`config.mk`:
```
export PLATFORM = sky130hd
export DESIGN_NAME = a20_gate_decoder
export DESIGN_NICKNAME = d
export VERILOG_FILES = /design/src/rtl/a20_pkg.sv /design/src/rtl/a20_sync.sv /design/src/rtl/a20_seq.sv /design/src/rtl/a20_gate_decoder.sv
export SDC_FILE = /design/constraint.sdc
export NUM_CORES = 1
export LEC_CHECK = 0
export CORE_AREA = 2 2 39 41
export CTS_CLUSTER_SIZE = 40
export DETAILED_ROUTE_END_ITERATION = 10
export DIE_AREA = 0 0 41 43
export SETUP_SLACK_MARGIN = 0.05
export SKIP_CTS_REPAIR_TIMING = 1
export SLEW_MARGIN = 20
export SYNTH_ARGS = -nofsm -noshare
export SYNTH_HDL_FRONTEND = slang
export SYNTH_SLANG_ARGS = --single-unit
```
`constraint.sdc`:
```
create_clock -name clk -period 1.5 [get_ports clk]
set_clock_uncertainty 0.05 [all_clocks]
set_input_delay 0.45 -clock clk [delete_from_list [all_inputs] [get_ports clk]]
set_output_delay 0.45 -clock clk [all_outputs]
set_load 0.1 [all_outputs]
```
`src/rtl/a20_pkg.sv`:
```
package a20_pkg;
  typedef enum logic [1:0] {
    SEQ_IDLE   = 2'd0,
    SEQ_ARMED  = 2'd1,
    SEQ_LOADED = 2'd2
  } seq_t;
endpackage

```
`src/rtl/a20_sync.sv`:
```
module a20_sync #(
  parameter int          W       = 2,
  parameter int          STAGES  = 2,
  parameter logic [W-1:0] RST_VAL = '0
) (
  input  logic         clk,
  input  logic         rst,
  input  logic [W-1:0] d_async,
  output logic [W-1:0] q_sync
);
  logic [W-1:0] chain [STAGES];

  always_ff @(posedge clk) begin
    if (rst) begin
      for (int i = 0; i < STAGES; i++) chain[i] <= RST_VAL;
    end else begin
      chain[0] <= d_async;
      for (int i = 1; i < STAGES; i++) chain[i] <= chain[i-1];
    end
  end

  assign q_sync = chain[STAGES-1];
endmodule

```
`src/rtl/a20_seq.sv`:
```
module a20_seq
  import a20_pkg::*;
#(
  parameter int              DATA_W   = 8,
  parameter int              GATE_BIT = 1,
  parameter logic [DATA_W-1:0] ARM_CODE = 8'hD1,
  parameter logic [DATA_W-1:0] END_CODE = 8'hFF
) (
  input  logic              clk,
  input  logic              rst,
  input  logic              wr_v,
  input  logic              is_cmd,
  input  logic [DATA_W-1:0] wr_byte,
  input  logic              flag_clr,
  output logic              gate_q,
  output logic              flag_q
);
  seq_t state, nxt_state;
  logic load, raise;

  always_comb begin
    nxt_state = state;
    load      = 1'b0;
    raise     = 1'b0;
    if (wr_v) begin
      if (is_cmd) begin
        if (wr_byte == ARM_CODE) begin
          nxt_state = SEQ_ARMED;
        end else begin
          nxt_state = SEQ_IDLE;
          raise     = !(state == SEQ_LOADED && wr_byte == END_CODE);
        end
      end else if (state == SEQ_ARMED) begin
        load      = 1'b1;
        nxt_state = SEQ_LOADED;
      end else begin
        raise     = 1'b1;
        nxt_state = SEQ_IDLE;
      end
    end
  end

  always_ff @(posedge clk) begin
    if (rst) begin
      state  <= SEQ_IDLE;
      gate_q <= 1'b1;
      flag_q <= 1'b0;
    end else begin
      state <= nxt_state;
      if (load) gate_q <= wr_byte[GATE_BIT];
      if (raise) flag_q <= 1'b1;
      else if (flag_clr) flag_q <= 1'b0;
    end
  end

  AST_ARM_QUIET: assert property (@(posedge clk) disable iff (rst)
    (wr_v && is_cmd && wr_byte == ARM_CODE && !flag_q && !flag_clr) |=> (!flag_q && state == SEQ_ARMED));
  AST_GATE_LOAD: assert property (@(posedge clk) disable iff (rst)
    (wr_v && !is_cmd && state == SEQ_ARMED) |=> (gate_q == $past(wr_byte[GATE_BIT])));
  AST_GATE_HOLD: assert property (@(posedge clk) disable iff (rst)
    !(wr_v && !is_cmd && state == SEQ_ARMED) |=> $stable(gate_q));
  AST_FOREIGN_CMD_FLAG: assert property (@(posedge clk) disable iff (rst)
    (wr_v && is_cmd && wr_byte != ARM_CODE && !(state == SEQ_LOADED && wr_byte == END_CODE)) |=> flag_q);
  AST_STRAY_DATA_FLAG: assert property (@(posedge clk) disable iff (rst)
    (wr_v && !is_cmd && state != SEQ_ARMED) |=> flag_q);
  AST_FLAG_STICKY: assert property (@(posedge clk) disable iff (rst)
    (flag_q && !flag_clr) |=> flag_q);
endmodule

```
`src/rtl/a20_gate_decoder.sv`:
```
module a20_gate_decoder #(
  parameter int              DATA_W      = 8,
  parameter int              GATE_BIT    = 1,
  parameter int              SYNC_STAGES = 2,
  parameter logic [DATA_W-1:0] ARM_CODE  = 8'hD1,
  parameter logic [DATA_W-1:0] END_CODE  = 8'hFF
) (
  input  logic              clk,
  input  logic              rst,
  input  logic              host_wr,
  input  logic              host_cmd,
  input  logic [DATA_W-1:0] host_byte,
  input  logic              sd_en_a,
  input  logic              sd_en_b,
  input  logic              host_sd_n,
  input  logic              cpu_flag_clr,
  output logic              cpu_flag,
  output logic              gate_out,
  output logic              gate_oe
);
  localparam int SYNC_W = 2;

  logic [SYNC_W-1:0] raw_in, synced;
  logic wr_s, sd_n_s, sd_active;
  logic wr_int, wr_prev, wr_fire, cmd_int;
  logic oe_q;

  assign raw_in = {host_sd_n, host_wr};

  a20_sync #(
    .W       (SYNC_W),
    .STAGES  (SYNC_STAGES),
    .RST_VAL (2'b10)
  ) u_sync (
    .clk     (clk),
    .rst     (rst),
    .d_async (raw_in),
    .q_sync  (synced)
  );

  assign wr_s      = synced[0];
  assign sd_n_s    = synced[1];
  assign sd_active = sd_en_a & sd_en_b & ~sd_n_s;
  assign wr_int    = wr_s & ~sd_active;
  assign cmd_int   = host_cmd & ~sd_active;
  assign wr_fire   = wr_int & ~wr_prev;

  always_ff @(posedge clk) begin
    if (rst) begin
      wr_prev <= 1'b0;
      oe_q    <= 1'b1;
    end else begin
      wr_prev <= wr_int;
      oe_q    <= ~sd_active;
    end
  end

  a20_seq #(
    .DATA_W   (DATA_W),
    .GATE_BIT (GATE_BIT),
    .ARM_CODE (ARM_CODE),
    .END_CODE (END_CODE)
  ) u_seq (
    .clk      (clk),
    .rst      (rst),
    .wr_v     (wr_fire),
    .is_cmd   (cmd_int),
    .wr_byte  (host_byte),
    .flag_clr (cpu_flag_clr),
    .gate_q   (gate_out),
    .flag_q   (cpu_flag)
  );

  assign gate_oe = oe_q;

  AST_FIRE_ONCE: assert property (@(posedge clk) disable iff (rst)
    wr_fire |=> !wr_fire);
  AST_SD_RELEASE: assert property (@(posedge clk) disable iff (rst)
    sd_active |=> !gate_oe);
  AST_SD_RESTORE: assert property (@(posedge clk) disable iff (rst)
    !sd_active |=> gate_oe);
endmodule

```
==> impl_metrics.tcl, run 1 <==
set metrics [dict create \
    hold_path_class "flip-flop to flip-flop" \
    syn_avg_cell_area_um2 9.40 \
    criticalPathCategory "input pin to flip-flop" \
    synth_area_um2 404 \
    relSlewSlack 0.818 \
    num_vias 401 \
    ys.warnings.count 0 \
    min_from "u_sync.chain[0][1]" \
    ys_top_cells_by_area "dfxtp_1 (50%), nor2b_1 (4.6%), nand2_1 (3.7%)" \
    grt_max_degree 8 \
    period_minus_slack_ns 1.46 \
    max_freq_mhz 687 \
    drive_gt1_frac 0.294 \
    grt_pass1_wl_mm 1.35 \
    clk_pin_slew_worst_paths_ns 0.07 \
    power_density_nw_per_um2 800 \
    synth_top_area_frac 0.495 \
    leakage_uw 0.000338 \
    routed_wl_um 887 \
    setup_viol 0 \
    grt_overflow_total 0 \
    finalHoldViolCount 0 \
    p_comb_frac 0.140 \
    fin_crit_sh 0.971 \
    dp_hpwl_um 659 \
    cts-htree-levels 1 \
    seq_power_share 0.461 \
    wl_per_cell_um 10.6 \
    drcViolationCount 0 \
    place_congestion 0.747 \
    grt_util_all_layers 0.122 \
    swShare 0.212 \
    intPower_uw 471 \
    core_area_um2 1380 \
    r2r_start "u_seq.state[0]" \
    p_switching_uw 127 \
    grt_pass1_vias 356 \
    cap_violations 0 \
    first_pass_iters 4 \
    status "complete, no violations" \
    cts_buffers 3 \
    worstSetupStartpointType "input pin" \
    postLayoutCoreUtil 0.540 \
    ant_nets 0 \
    critPathLaunch "sd_en_b" \
    root_buffer "clkbuf_4" \
    final_nets 85 \
    arrival_ns 1.56 \
    die_w_um 41 \
    synth_top_cell_by_area "dfxtp_1" \
    io_pins 19 \
    rsz0062_at_grt "true" \
    antenna_found_initial 0 \
    fin_area_um2 747 \
    syn2layout_area_growth_pct 84.8 \
    ys_ff_latch 10 \
    cp.required_ns 1.60 \
    dieArea_um2 1760 \
    seq_area_frac_synth 0.495 \
    rows 14 \
    diodes 0 \
    fp.dieH_um 43 \
    worst-r2r-setup-slack_ns 0.09 \
    cts_buffer_depth 2 \
    final-max-slew-violation-count 0 \
    placed_area_um2 654 \
    clock-sinks 10 \
    final_cell_mix "dfxtp_1 (9), clkdlybuf4s50_1 (9), dlymetal6s2s_1 (6)" \
    drt_iter0_markers 6 \
    synthesis.instances 43 \
    critPathCaptureType "flip-flop" \
    vias_per_cell 4.77 \
    worst-slew-pin-transition_ns 0.271 \
    clk_latency_ns 0.26 \
    syn-num-nets 59 \
    ir_worst_vdd_mv 0.533 \
    start_util 0.292 \
    cts_tree "built" \
    portBuffers 18 \
    ys_types 25 \
    crit_fanout 2 \
    power_frac_clock 0.399 \
]
## metrics by stage
step	hold WS [ns]	std cells	setup TNS, ns	setup slack [ns]	total power, uW
3_5_place_dp	0.350	79	-1.47	-0.386	362
6_report	0.359	84	0	0.0437	597
3_3_place_gp	0.343	79	-1.44	-0.375	362
5_1_grt	0.382	84	0	0.0322	628
4_1_cts	0.367	83	-0.220	-0.105	605
2_1_floorplan	0.339	43	0	0.0748	308
## registers in the layout (all words and copies together) (netlist names)
| signal | cells |
|---|---|
| u_sync.chain | 4 |
| u_seq.flag_q | 1 |
| u_seq.state | 2 |
| u_seq.gate_q | 1 |
| wr_prev | 1 |
| gate_oe | 1 |
## power by group through the flow
stage	Sequential [uW]	Combinational (uW)	Clock, uW
2_1_floorplan	290	17.9	0
3_5_place_dp	282	80.8	0
4_1_cts	275	81.6	248
6_report	275	83.6	238
3_3_place_gp	281	80.6	0
5_1_grt	276	90.1	262
## final cells by class
class	count	area [um^2]
fill	127	637
multi-input combinational	31	226
inverter	1	3.75
sequential	10	201
clock buffer	4	36.3
timing repair buffer	22	259
tap	16	20.0
## cell usage after synthesis
master and count:
a21oi_1 2, or3_4 1, or3b_1 1, inv_1 1, or4_1 1, dfxtp_1 10, clkbuf_1 1, mux2i_1 1
and3_1 1, or2_2 2, nand3_1 1, nor3_1 2, o21ai_1 1, nor2_1 2, nand3b_1 1, nand4b_1 1
a41oi_1 1, and3b_1 1, o21ai_0 1, nor2b_1 3, nand2b_1 1, nor4_1 1, nand2_1 4, a32o_1 1
nor3b_1 1
## critical path: stages
cell and delay, ns:
clkdlybuf4s50_1 0.42, and3b_2 0.23, or3_4 0.34, mux2i_1 0.12
## layer usage
| metal | share of wire | global-route usage |
|---|---|---|
| met4 | 0 | 0.0600 |
| met3 | 0.089 | 0.0942 |
| met5 | 0 | 0 |
| met1 | 0.42 | 0.122 |
| met2 | 0.49 | 0.178 |
## kinds of logic after synthesis
group | synth area share
buffers and inverters | 0.0186
multiplexers | 0.0248
flip-flops | 0.495
AO/OA/AOI/OAI | 0.0960
AND/OR/NAND/NOR | 0.365
## final timing paths
path | end | depth (start not counted)
worst max register to register | u_seq.gate_q | 3
worst min register to register | u_sync.chain[0][3] | 1
worst min-delay path | u_sync.chain[0][3] | 1
worst max-delay path | u_seq.gate_q | 4
Note: power is estimated with default switching activity, not from simulation.
==> run 2, diff against run 1 <==
--- a/config.mk
+++ b/config.mk
@@ -5,10 +5,11 @@
 export SDC_FILE = /design/constraint.sdc
 export NUM_CORES = 1
 export LEC_CHECK = 0
-export CORE_AREA = 2 2 39 41
+export CORE_AREA = 5 5 42 44
 export CTS_CLUSTER_SIZE = 40
 export DETAILED_ROUTE_END_ITERATION = 10
-export DIE_AREA = 0 0 41 43
+export DIE_AREA = 0 0 47 49
+export HOLD_SLACK_MARGIN = 0.03
 export SETUP_SLACK_MARGIN = 0.05
 export SKIP_CTS_REPAIR_TIMING = 1
 export SLEW_MARGIN = 20
==> run 2 against run 1 <==
Against the previous run:
- count of clock-buffer cells in the layout unchanged
- critical path type unchanged
- core utilization down 0.76 points
- critical path depth did not move
- clock power barely moved
- highest routed layer unchanged
- cell count stayed put
- first-iteration DRC count shrank 33%
- power barely moved
- non-clock buffer count stayed put
- largest power group unchanged
- routed wire length increased by 7.3%
- combinational power is 2% higher
- via count is 1.7% higher
==> impl_metrics.tcl, run 2 (same netlist as run 1, synthesis figures left out) <==
set metrics [dict create \
    grt_overflow_total 0 \
    root_buffer "clkbuf_4" \
    use_met3 0.0664 \
    r2r_end "u_seq.gate_q" \
    first_pass_iters 3 \
    dp_hpwl_um 765 \
    start_util 0.288 \
    worst-path-buf-inv 1 \
    hold_ws_ns 0.363 \
    clock-sinks 10 \
    status "complete, no violations" \
    min_from "u_sync.chain[0][1]" \
    fp.dieH_um 49 \
    ant_nets 0 \
    fin_area_um2 746 \
    drt_iter0_markers 4 \
    worstSetupStartpointType "input pin" \
    relSlewSlack 0.817 \
    drive_gt1_frac 0.309 \
    wl_per_cell_um 11.3 \
    io_pins 19 \
    final-max-slew-violation-count 0 \
    place_ws_ns -0.388 \
    grt_util_all_layers 0.0862 \
    grt_max_degree 8 \
    max_freq_mhz 694 \
    die_w_um 47 \
    setup_ws_ns 0.0600 \
    r2r_cells 3 \
    portBuffers 18 \
    cap_violations 0 \
    leakage_uw 0.000341 \
    criticalPathCategory "input pin to flip-flop" \
    crit_fanout 2 \
    critPathCaptureType "flip-flop" \
    rows 14 \
    final_cell_mix "dfxtp_1 (9), clkdlybuf4s50_1 (9), dlymetal6s2s_1 (6)" \
    dieArea_um2 2300 \
    rsz0062_at_grt "true" \
    clk_latency_ns 0.26 \
    syn2layout_area_growth_pct 84.5 \
    regMostFlops "u_sync.chain" \
    r2r_start "u_seq.state[0]" \
    worst-slew-pin-transition_ns 0.273 \
    place_congestion 0.745 \
    cts_buffer_depth 2 \
    diodes 0 \
    cts_tree "built" \
    cts-htree-levels 1 \
    grt_pass1_vias 389 \
    cp_slowest_cell "clkdlybuf4s50_1" \
    core_area_um2 1400 \
    antenna_found_initial 0 \
    fin_crit_sh 0.960 \
    arrival_ns 1.54 \
    met2_usage 0.129 \
    crit_chain "clkdlybuf4s50_1 -> and3b_2 -> or3_4 -> mux2i_1" \
    cpPeakStageDelay_ns 0.41 \
    period_minus_slack_ns 1.44 \
    power_density_nw_per_um2 801 \
    placed_area_um2 662 \
    min_to "u_sync.chain[0][3]" \
    holdPathStages 1 \
    routed_wl_um 952 \
    num_vias 408 \
    vias_per_cell 4.86 \
    top_regs "u_sync.chain x4, u_seq.state x2" \
    cts_buffers 3 \
    ir_worst_vdd_mv 0.792 \
    crit_family "simple AND/OR/NAND/NOR gates" \
    met1_usage 0.0976 \
    grt-busiest-layer "met2" \
    tns_ns 0 \
    final_nets 85 \
    largest_register_ffs 4 \
    finalHoldViolCount 0 \
    clk_pin_slew_worst_paths_ns 0.06 \
    hold_path_class "flip-flop to flip-flop" \
    drcViolationCount 0 \
    postLayoutCoreUtil 0.532 \
    setup_viol 0 \
    grt_pass1_wl_mm 1.44 \
    worst-r2r-setup-slack_ns 0.08 \
    cp.required_ns 1.60 \
]
-- run 2: cell type report --
type	count	area, um^2
Multi-Input combinational cell	31	229
Tap cell	16	20.0
Fill cell	135	656
Timing Repair Buffer	22	255
Inverter	1	3.75
Clock buffer	4	36.3
Sequential cell	10	201
-- run 2: metrics by stage --
stage | power [uW] | instances
2_1_floorplan | 308 | 43
3_3_place_gp | 364 | 80
3_5_place_dp | 365 | 80
4_1_cts | 607 | 84
5_1_grt | 636 | 84
6_report | 597 | 84
-- run 2: how the worst max path moves through the flow --
stage,slack (ns),cells past startpoint,to,from
global route,0.04,3,u_seq.gate_q,u_seq.state[0]
finish,0.06,4,u_seq.gate_q,sd_en_b
global placement,-0.37,4,u_seq.gate_q,host_cmd
CTS,-0.11,4,u_seq.gate_q,host_cmd
floorplan,0.07,3,u_seq.gate_q,host_cmd
detailed placement,-0.39,4,u_seq.gate_q,host_cmd
-- run 2: report_power, final --
| group | total, uW | internal, uW | switching (uW) |
|---|---|---|---|
| combinational | 85.2 | 52.0 | 33.2 |
| clock | 236 | 147 | 89.1 |
| sequential | 276 | 273 | 2.85 |
-- run 2: routing by layer --
layer	vias up	part of all wire	wire length, um
met4	0	0	0
met1	191	0.39	374
met2	11	0.53	503
met3	0	0.078	74
li1	206	-	-
met5	-	0	0
